File: src/rtl/timer_pkg.sv
package timer_pkg;

  typedef enum logic [1:0] {
    EN_OFF  = 2'b00,
    EN_ONCE = 2'b01,
    EN_CONT = 2'b10,
    EN_RSVD = 2'b11
  } enMode_e;

  // strobes from control to datapath
  typedef struct packed {
    logic hold;   // half in reset or wrong global mode
    logic tick;   // prescaled count tick
    logic cntWr;  // bus write to the count register
  } tmrStrobe_t;

  // byte offsets decoded by the bus
  localparam int OFF_CLK = 'h04;
  localparam int OFF_CNT = 'h10;
  localparam int OFF_PRD = 'h18;
  localparam int OFF_CTL = 'h20;
  localparam int OFF_GLB = 'h24;

  // field positions
  localparam int DIV_LSB   = 16;
  localparam int PW_LSB    = 4;
  localparam int EN_LSB    = 6;
  localparam int TMODE_LSB = 2;
  localparam logic [1:0] TMODE_SPLIT = 2'b01;

endpackage

File: src/rtl/tmr_ctrl.sv
module tmr_ctrl
  import timer_pkg::*;
#(
  parameter int ADDR_W = 6,
  parameter int CNT_W  = 32,
  parameter int DIV_W  = 4,
  parameter int PW_W   = 2
) (
  input  logic              clk,
  input  logic              rst_n,
  input  logic [ADDR_W-1:0] busAddr,
  input  logic              busWe,
  input  logic [31:0]       busWdata,
  output logic [31:0]       busRdata,
  input  logic [CNT_W-1:0]  cntVal,
  input  logic              pinVal,
  input  logic              hitEvent,
  output tmrStrobe_t        strb,
  output logic [CNT_W-1:0]  periodVal,
  output logic              clkMode,
  output logic              invOut,
  output logic [PW_W-1:0]   pulseWidth
);

  logic [DIV_W-1:0] divQ, divCnt, divTop;
  logic [CNT_W-1:0] periodQ;
  enMode_e          enModeQ;
  logic             srcSelQ, inEnQ, clkModeQ, invQ;
  logic [PW_W-1:0]  pwQ;
  logic             relLoQ, relHiQ;
  logic [1:0]       tmodeQ;
  logic             released, running, lastPhase;
  logic             wrClk, wrCnt, wrPrd, wrCtl, wrGlb;

  assign wrClk = busWe && (busAddr == ADDR_W'(OFF_CLK));
  assign wrCnt = busWe && (busAddr == ADDR_W'(OFF_CNT));
  assign wrPrd = busWe && (busAddr == ADDR_W'(OFF_PRD));
  assign wrCtl = busWe && (busAddr == ADDR_W'(OFF_CTL));
  assign wrGlb = busWe && (busAddr == ADDR_W'(OFF_GLB));

  // register file
  always_ff @(posedge clk or negedge rst_n) begin
    if (!rst_n) begin
      divQ     <= '0;
      periodQ  <= '0;
      enModeQ  <= EN_OFF;
      srcSelQ  <= 1'b0;
      inEnQ    <= 1'b0;
      clkModeQ <= 1'b0;
      invQ     <= 1'b0;
      pwQ      <= '0;
      relLoQ   <= 1'b0;
      relHiQ   <= 1'b0;
      tmodeQ   <= '0;
    end else begin
      if (wrClk) divQ <= busWdata[DIV_LSB +: DIV_W];
      if (wrPrd) periodQ <= busWdata[CNT_W-1:0];
      if (wrCtl) begin
        enModeQ  <= enMode_e'(busWdata[EN_LSB +: 2]);
        srcSelQ  <= busWdata[8];
        inEnQ    <= busWdata[9];
        clkModeQ <= busWdata[3];
        invQ     <= busWdata[1];
        pwQ      <= busWdata[PW_LSB +: PW_W];
      end else if (hitEvent && enModeQ == EN_ONCE) begin
        enModeQ <= EN_OFF;  // single run finished
      end
      if (wrGlb) begin
        relLoQ <= busWdata[0];
        relHiQ <= busWdata[1];
        tmodeQ <= busWdata[TMODE_LSB +: 2];
      end
    end
  end

  assign released = relLoQ && (tmodeQ == TMODE_SPLIT);
  assign running  = released && !srcSelQ &&
                    (enModeQ == EN_ONCE || enModeQ == EN_CONT);

  // prescaler: divisor 0 behaves as 1
  assign divTop    = (divQ == '0) ? '0 : divQ - 1'b1;
  assign lastPhase = (divCnt == divTop);

  always_ff @(posedge clk or negedge rst_n) begin
    if (!rst_n)                      divCnt <= '0;
    else if (!running || lastPhase)  divCnt <= '0;
    else                             divCnt <= divCnt + 1'b1;
  end

  assign strb.hold  = !released;
  assign strb.tick  = running && lastPhase;
  assign strb.cntWr = wrCnt;

  assign periodVal  = periodQ;
  assign clkMode    = clkModeQ;
  assign invOut     = invQ;
  assign pulseWidth = pwQ;

  // read mux
  always_comb begin
    busRdata = '0;
    unique case (busAddr)
      ADDR_W'(OFF_CLK): busRdata[DIV_LSB +: DIV_W] = divQ;
      ADDR_W'(OFF_CNT): busRdata[CNT_W-1:0] = cntVal;
      ADDR_W'(OFF_PRD): busRdata[CNT_W-1:0] = periodQ;
      ADDR_W'(OFF_CTL): begin
        busRdata[0]               = pinVal;
        busRdata[1]               = invQ;
        busRdata[3]               = clkModeQ;
        busRdata[PW_LSB +: PW_W]  = pwQ;
        busRdata[EN_LSB +: 2]     = enModeQ;
        busRdata[8]               = srcSelQ;
        busRdata[9]               = inEnQ;
      end
      ADDR_W'(OFF_GLB): begin
        busRdata[0]              = relLoQ;
        busRdata[1]              = relHiQ;
        busRdata[TMODE_LSB +: 2] = tmodeQ;
      end
      default: busRdata = '0;
    endcase
  end

endmodule

File: src/rtl/tmr_datapath.sv
module tmr_datapath
  import timer_pkg::*;
#(
  parameter int CNT_W = 32,
  parameter int PW_W  = 2
) (
  input  logic             clk,
  input  logic             rst_n,
  input  tmrStrobe_t       strb,
  input  logic [CNT_W-1:0] wrData,
  input  logic [CNT_W-1:0] periodVal,
  input  logic             clkMode,
  input  logic             invOut,
  input  logic [PW_W-1:0]  pulseWidth,
  output logic [CNT_W-1:0] cntVal,
  output logic             hitEvent,
  output logic             irqPulse,
  output logic             pinOut
);

  localparam int PC_W = PW_W + 1;

  logic [CNT_W-1:0] cntQ;
  logic [PC_W-1:0]  pulseQ;
  logic             toggleQ, irqQ, rawPin;

  assign hitEvent = strb.tick && (cntQ == periodVal);

  always_ff @(posedge clk or negedge rst_n) begin
    if (!rst_n)          cntQ <= '0;
    else if (strb.hold)  cntQ <= '0;
    else if (strb.cntWr) cntQ <= wrData;
    else if (hitEvent)   cntQ <= '0;
    else if (strb.tick)  cntQ <= cntQ + 1'b1;
  end

  always_ff @(posedge clk or negedge rst_n) begin
    if (!rst_n) begin
      irqQ    <= 1'b0;
      pulseQ  <= '0;
      toggleQ <= 1'b0;
    end else if (strb.hold) begin
      irqQ    <= 1'b0;
      pulseQ  <= '0;
      toggleQ <= 1'b0;
    end else begin
      irqQ <= hitEvent;
      if (hitEvent)            pulseQ <= PC_W'(pulseWidth) + 1'b1;
      else if (pulseQ != '0)   pulseQ <= pulseQ - 1'b1;
      if (hitEvent)            toggleQ <= !toggleQ;
    end
  end

  assign rawPin   = clkMode ? toggleQ : (pulseQ != '0);
  assign pinOut   = rawPin ^ invOut;
  assign cntVal   = cntQ;
  assign irqPulse = irqQ;

endmodule

File: src/rtl/interval_timer.sv
module interval_timer
  import timer_pkg::*;
#(
  parameter int ADDR_W = 6,
  parameter int CNT_W  = 32,
  parameter int DIV_W  = 4,
  parameter int PW_W   = 2
) (
  input  logic              clk,
  input  logic              rst_n,
  input  logic [ADDR_W-1:0] busAddr,
  input  logic              busWe,
  input  logic [31:0]       busWdata,
  output logic [31:0]       busRdata,
  output logic              timerPin,
  output logic              irqPulse
);

  tmrStrobe_t       strbW;
  logic [CNT_W-1:0] cntW, periodW;
  logic             hitW, clkModeW, invW, pinW, irqW;
  logic [PW_W-1:0]  pwW;

  tmr_ctrl #(.ADDR_W(ADDR_W), .CNT_W(CNT_W), .DIV_W(DIV_W), .PW_W(PW_W)) u_ctrl (
    .clk(clk), .rst_n(rst_n), .busAddr(busAddr), .busWe(busWe),
    .busWdata(busWdata), .busRdata(busRdata), .cntVal(cntW), .pinVal(pinW),
    .hitEvent(hitW), .strb(strbW), .periodVal(periodW), .clkMode(clkModeW),
    .invOut(invW), .pulseWidth(pwW)
  );

  tmr_datapath #(.CNT_W(CNT_W), .PW_W(PW_W)) u_dp (
    .clk(clk), .rst_n(rst_n), .strb(strbW), .wrData(busWdata[CNT_W-1:0]),
    .periodVal(periodW), .clkMode(clkModeW), .invOut(invW), .pulseWidth(pwW),
    .cntVal(cntW), .hitEvent(hitW), .irqPulse(irqW), .pinOut(pinW)
  );

  assign timerPin = pinW;
  assign irqPulse = irqW;

endmodule

File: config.mk
export PLATFORM = sky130hd
export DESIGN_NAME = interval_timer
export DESIGN_NICKNAME = d
export VERILOG_FILES = /design/src/rtl/timer_pkg.sv /design/src/rtl/tmr_ctrl.sv /design/src/rtl/tmr_datapath.sv /design/src/rtl/interval_timer.sv
export SDC_FILE = /design/constraint.sdc
export NUM_CORES = 1
export LEC_CHECK = 0
export BUFFER_PORTS_ARGS = -buffer_cell sky130_fd_sc_hd__buf_2
export CAP_MARGIN = 40
export CORE_MARGIN = 3
export CORE_UTILIZATION = 47
export CTS_CLUSTER_DIAMETER = 200
export DETAILED_ROUTE_END_ITERATION = 6
export PLACE_DENSITY = 0.76
export SLEW_MARGIN = 20
export SYNTH_ARGS = -nofsm -noshare
export SYNTH_HDL_FRONTEND = slang
export SYNTH_SLANG_ARGS = --single-unit
export TNS_END_PERCENT = 100
File: constraint.sdc
create_clock -name clk -period 3.65 [get_ports clk]
set_input_delay 1.095 -clock clk [delete_from_list [all_inputs] [get_ports clk]]
set_output_delay 1.095 -clock clk [all_outputs]
set_load 0.005 [all_outputs]
; ---- After elaboration in Yosys (flattened, before gate mapping)
; Cells that the tools add are included.
[word_totals]
reg_bits = 89
latchBits = 0
ram_bits = 0
romBits = 0
inputBits = 41
out_inout_bits = 34
elab_cells = 76
mem_count = 0
[classes]
addsub = 5
n_mul = 0
div = 0
magnitude_cmp = 0
eq_ne = 13
shifts = 0
muxes = 22
n_bitwise = 1
reduce_logical = 19
[op_table]
columns = operator, n
row1 = two-way mux 32 bit, 4
row2 = "adder 32 x 1 -> 32 bit, second input constant", 1
row3 = == test 32 bit, 1
row4 = case mux 12 bit (2 select lines), 1
row5 = case mux 6 bit (3 select lines), 1
row6 = "== test 6 x 5 -> 1 bit, second input constant", 2
row7 = "== test 6 bit, second input constant", 2
row8 = case mux 4 bit (3 select lines), 1
row9 = case mux 6 bit (2 select lines), 1
row10 = logical AND 1 bit, 11
row11 = two-way mux 3 bit, 3
row12 = two-way mux 4 bit, 2
row13 = case mux 2 bit (4 select lines), 1
row14 = "== test 6 x 3 -> 1 bit, second input constant", 1
row15 = "adder 4 x 1 -> 4 bit, second input constant", 1
row16 = "== test 2 x 1 -> 1 bit, second input constant", 2
row17 = == test 4 bit, 1
row18 = zero test 4 bit, 1
row19 = two-way mux 1 bit, 4
row20 = two-way mux 2 bit, 2
row21 = "!= test 4 x 2 -> 1 bit, second input constant", 1
row22 = case mux 1 bit (4 select lines), 1
row23 = "subtractor 4 x 1 -> 4 bit, second input constant", 1
row24 = "adder 2 x 1 -> 3 bit, second input constant", 1
row25 = other kinds (10), 13

; ---- Depth between registers and ports, before layout
[logic_depth]
word_depth = 9
depth_mapped = 10

; ---- Cells and area by module
; Synthesis repeated with hierarchy kept, for this count alone.
[hier_totals]
hier_cells = 571
area_unflattened_um2 = 5534.1
[modules_own_cells]
columns = module, n_inst, cells_per_inst, area_per_inst_um2
row1 = tmr_datapath, 1, 354, 2891.5
row2 = tmr_ctrl, 1, 217, 2642.5

; ---- Worst setup path before layout
; Ideal clock, no wire load.
[synth_timing]
path_kind = input -> output
startpoint = in busAddr[3]
endpoint = out busRdata[7]
arrival_ps = 2503
required_time_ps = 2555
slack_ps = 52
path_stages = 5
path_buffers = 1
cell_sequence = or4_1 > nor3b_2 > clkbuf_1 > a222oi_1 > inv_1
[synth_between]
elab_chain_len = 2
word_cells_on_any_way = 4
[synth_lines]
columns = element, line
row1 = "start, declared", interval_timer.sv:11  ; input logic [ADDR_W-1:0] busAddr,
row2 = == test 6 bit or == test 6 x 5 -> 1 bit (tied branches), tmr_ctrl.sv:102  ; unique case (busAddr)
row3 = case mux 6 bit (3 select lines) *, tmr_ctrl.sv:102
row4 = "end, declared", interval_timer.sv:14  ; output logic [31:0] busRdata,
; Every way passes the cells marked *; elsewhere a longest branch is shown, timed or not.

; ---- Worst setup path after layout
[layout_timing]
startpoint = in busAddr[0]
endpoint = out busRdata[31]
[layout_between]
elab_chain_len = 2
word_cells_on_any_way = 3
[layout_lines]
columns = element, line
row1 = == test 6 x 5 -> 1 bit, tmr_ctrl.sv:102
row2 = case mux 12 bit (2 select lines) *, tmr_ctrl.sv:102
; Marked as above.

==> load_flow_metrics.sql <==
INSERT INTO impl_metrics (metric_group, metric, value, unit) VALUES
('timing', 'timing_worst_slew_pin_value', '680', 'ps'),
('power', 'power.share.clock', '0.394', ''),
('critical_path', 'criticalPathCategory', 'in2out', ''),
('grt', 'via_count_of_the_first_global_routing_pass', '4856', ''),
('floorplanning', 'die_area', '12700', 'um2'),
('floorplanning', 'chipHeight', '113', 'um'),
('grt', 'grt_max_degree', '63', ''),
('route', 'drt_pass1_iterations', '6', ''),
('outcome', 'failed_checks', 'negative setup slack', ''),
('critical_path', 'r2r_start', 'u_ctrl.relLoQ', ''),
('clock_tree', 'cts_buffers', '9', ''),
('critical_path', 'worst_setup_path_start_kind', 'input port', ''),
('layout', 'final_nets', '683', ''),
('clock_tree', 'clock_sinks', '89', ''),
('route', 'drt-wirelength-per-cell', '20.5', 'um'),
('grt', 'grt_first_pass_wirelength', '25.5', 'mm'),
('clock_tree', 'clockRootBuffer', 'sky130_fd_sc_hd__clkbuf_16', ''),
('timing', 'hold_ws', '505', 'ps'),
('floorplanning', 'chipWidth', '113', 'um'),
('synthesis', 'cell_count_after_synthesis', '555', ''),
('synthesis', 'yosysMostFrequentCell', 'sky130_fd_sc_hd__dfrtp_1', ''),
('layout', 'post_route_utilization', '0.584', ''),
('critical_path', 'critPathArrivalTime', '2570', 'ps'),
('timing', 'timing.final.setup_violations', '11', ''),
('critical_path', 'path_cells', 'buf_8 -> or4_4 -> nor3b_4 -> buf_6 -> clkbuf_16 -> a22o_1 -> buf_2', ''),
('synthesis', 'mappedNetlistNets', '602', ''),
('power', 'power.net_switching', '608', 'uW'),
('synthesis', 'synthArstFlopShare', '1.00', ''),
('power', 'internal_power_component', '1.73', 'mW'),
('place', 'gp_routability_congestion', '0.934', ''),
('power', 'sequential_fraction_of_design_power', '0.485', ''),
('timing', 'final_max_slew_viol_count', '0', ''),
('timing', 'fin_ws', '-18.3', 'ps'),
('clock_tree', 'ctsHtreeMaxLevel', '3', ''),
('clock_tree', 'clk_latency', '350', 'ps'),
('synthesis', 'dominantRegCellSynth', 'sky130_fd_sc_hd__dfrtp_1', ''),
('grt', 'gr-total-overflow', '0', ''),
('timing', 'rsz0062_at_grt', 'true', ''),
('worst_hold_path', 'holdPathStages', '1', ''),
('clock_tree', 'tritoncts', 'built', ''),
('synthesis', 'syn_area', '5370', 'um2'),
('route', 'drt.antenna.violating_nets', '0', ''),
('clock_tree', 'post_cts_hold_buffer_count', '0', ''),
('clock_tree', 'cts-root-to-sink-buffers', '2', ''),
('critical_path', 'cp-end-kind', 'primary output', ''),
('floorplanning', 'floorplan.rows', '38', ''),
('timing', 'post-route-min-period', '3670', 'ps'),
('critical_path', 'critical_path.slowest_cell', 'sky130_fd_sc_hd__or4_4', ''),
('timing', 'fin_skew', '8.90', 'ps'),
('place', 'dp_hpwl', '11.1', 'mm'),
('synthesis', 'synth_top_area_frac', '0.415', ''),
('synthesis', 'synth_top_cells_by_area', 'sky130_fd_sc_hd__dfrtp_1 42%, sky130_fd_sc_hd__mux2_2 10%, sky130_fd_sc_hd__xor2_1 6.2%, sky130_fd_sc_hd__a22o_1 2.9%, sky130_fd_sc_hd__nand2_1 2.7%', ''),
('power', 'gate_power_share', '0.121', ''),
('synthesis', 'synthDominantAreaCellType', 'sky130_fd_sc_hd__dfrtp_1', ''),
('power', 'pwr_density_cell', '364', 'nW/um2'),
('critical_path', 'cp_max_fo', '7', ''),
('route', 'route.detailed.vias_per_inst', '6.30', ''),
('outcome', 'outcome', 'complete, but fails checks', ''),
('synthesis', 'ys_top_cells_by_count', '89 x sky130_fd_sc_hd__dfrtp_1, 48 x sky130_fd_sc_hd__mux2_2, 39 x sky130_fd_sc_hd__nand2_1', ''),
('job', 'drv.max_cap_violation_count', '0', ''),
('timing', 'slew_headroom', '0.543', ''),
('worst_hold_path', 'worst_hold_path.endpoint', 'u_ctrl.inEnQ', ''),
('route', 'routed-via-count', '4923', ''),
('grt', 'groute.usage.overall', '0.252', ''),
('layout', 'n_antenna_cell', '0', ''),
('synthesis', 'yosys.cell_types.count', '56', ''),
('route', 'finalWirelength', '16.0', 'mm'),
('timing', 'timing.final.hold_violations', '0', ''),
('floorplanning', 'core-area', '11000', 'um2'),
('layout', 'flow.area_growth_from_synthesis', '19.6', '%'),
('timing', 'layout_worst_path_cycle_share', '1.01', '');
per-layer routing:
| layer | track usage | wire [um] | vias up |
|---|---|---|---|
| met5 | 0 | 0 | - |
| met3 | 0.0374 | 1200 | 40 |
| met2 | 0.416 | 7760 | 236 |
| met4 | 0.0801 | 382 | 0 |
| li1 | - | - | 2226 |
| met1 | 0.341 | 6690 | 2421 |
power by group through the flow:
stage                     registers, mW  logic, mW  clock network, mW
after CTS                          1.13      0.278              0.923
final                              1.13      0.282              0.919
after global routing               1.14      0.308              0.978
after detailed placement           1.15      0.274                  0
after floorplan                    1.12      0.171                  0
after global placement             1.14      0.268                  0
sequential cells by signal, indices dropped and copies added, names as in the netlist, 2 cells and up:
name and count:
u_ctrl.enModeQ 2, u_ctrl.periodVal 32, u_ctrl.pulseWidth 2, u_ctrl.tmodeQ 2, u_dp.pulseQ 3, u_ctrl.divCnt 4
u_dp.cntVal 32, u_ctrl.divQ 4
cell type report:
cell class / instances / area [um2]
clock buffers: 11 / 233
clock inverters: 5 / 56.3
fillers: 919 / 4570
inverters: 25 / 93.8
multi-input cells: 408 / 2940
flip-flops and latches: 89 / 2230
well taps: 140 / 175
repair buffers: 103 / 691
how the worst max path moves through the flow:
stage,from,end,cells past startpoint
6_report,busAddr[0],busRdata[31],7
5_1_grt,busAddr[0],busRdata[9],8
4_1_cts,busAddr[3],busRdata[0],8
3_5_place_dp,busAddr[3],busRdata[0],7
3_3_place_gp,busAddr[3],busRdata[3],6
2_1_floorplan,busAddr[3],busRdata[7],5
stage by stage:
step                      power (mW)  area, um2  std cells  TNS (ps)
after global placement          1.41       5980        759      -274
after floorplan                 1.29       5370        555         0
after CTS                       2.33       6320        778     -7.03
final                           2.33       6410        781      -100
after detailed placement        1.42       5990        760      -493
after global routing            2.43       6410        781     -1240
worst max-delay path, delay by kind of cell:
family / cells / cell delay, ps
AO/OA/AOI/OAI: 1 / 140
AND/OR/NAND/NOR: 2 / 750
buffers and inverters: 4 / 580
timing repair:
item	CTS	global route
setup endpoints to repair	23	32
setup buffers	1	1
resized for setup	4	10
cloned	1	2
pin swaps	2	31
endpoints found under the hold margin	0	0
kinds of logic after synthesis:
family,count (synthesis),synth area share
multiplexers,50,0.104
XOR/XNOR,46,0.0751
buffers and inverters,58,0.0438
AO/OA/AOI/OAI,138,0.181
adder cells (fa/ha/maj),6,0.0140
AND/OR/NAND/NOR,168,0.167
flip-flops,89,0.415
cells in the final DEF, fill, tap and decap left out, drive strengths merged, types with 10 or more instances in the layout:
| cell type | n |
|---|---|
| buf | 101 |
| dfrtp | 89 |
| mux2 | 48 |
| nand2 | 39 |
| xor2 | 38 |
| nor2 | 30 |
| o21ai | 29 |
| inv | 25 |
| a21oi | 21 |
| nand3 | 21 |
| a22o | 18 |
| and3 | 15 |
| a222oi | 14 |
| o22ai | 13 |
| clkbuf | 13 |
| a31oi | 12 |
| nor4 | 11 |
| nor3 | 10 |
(Power assumes the default switching activity.)
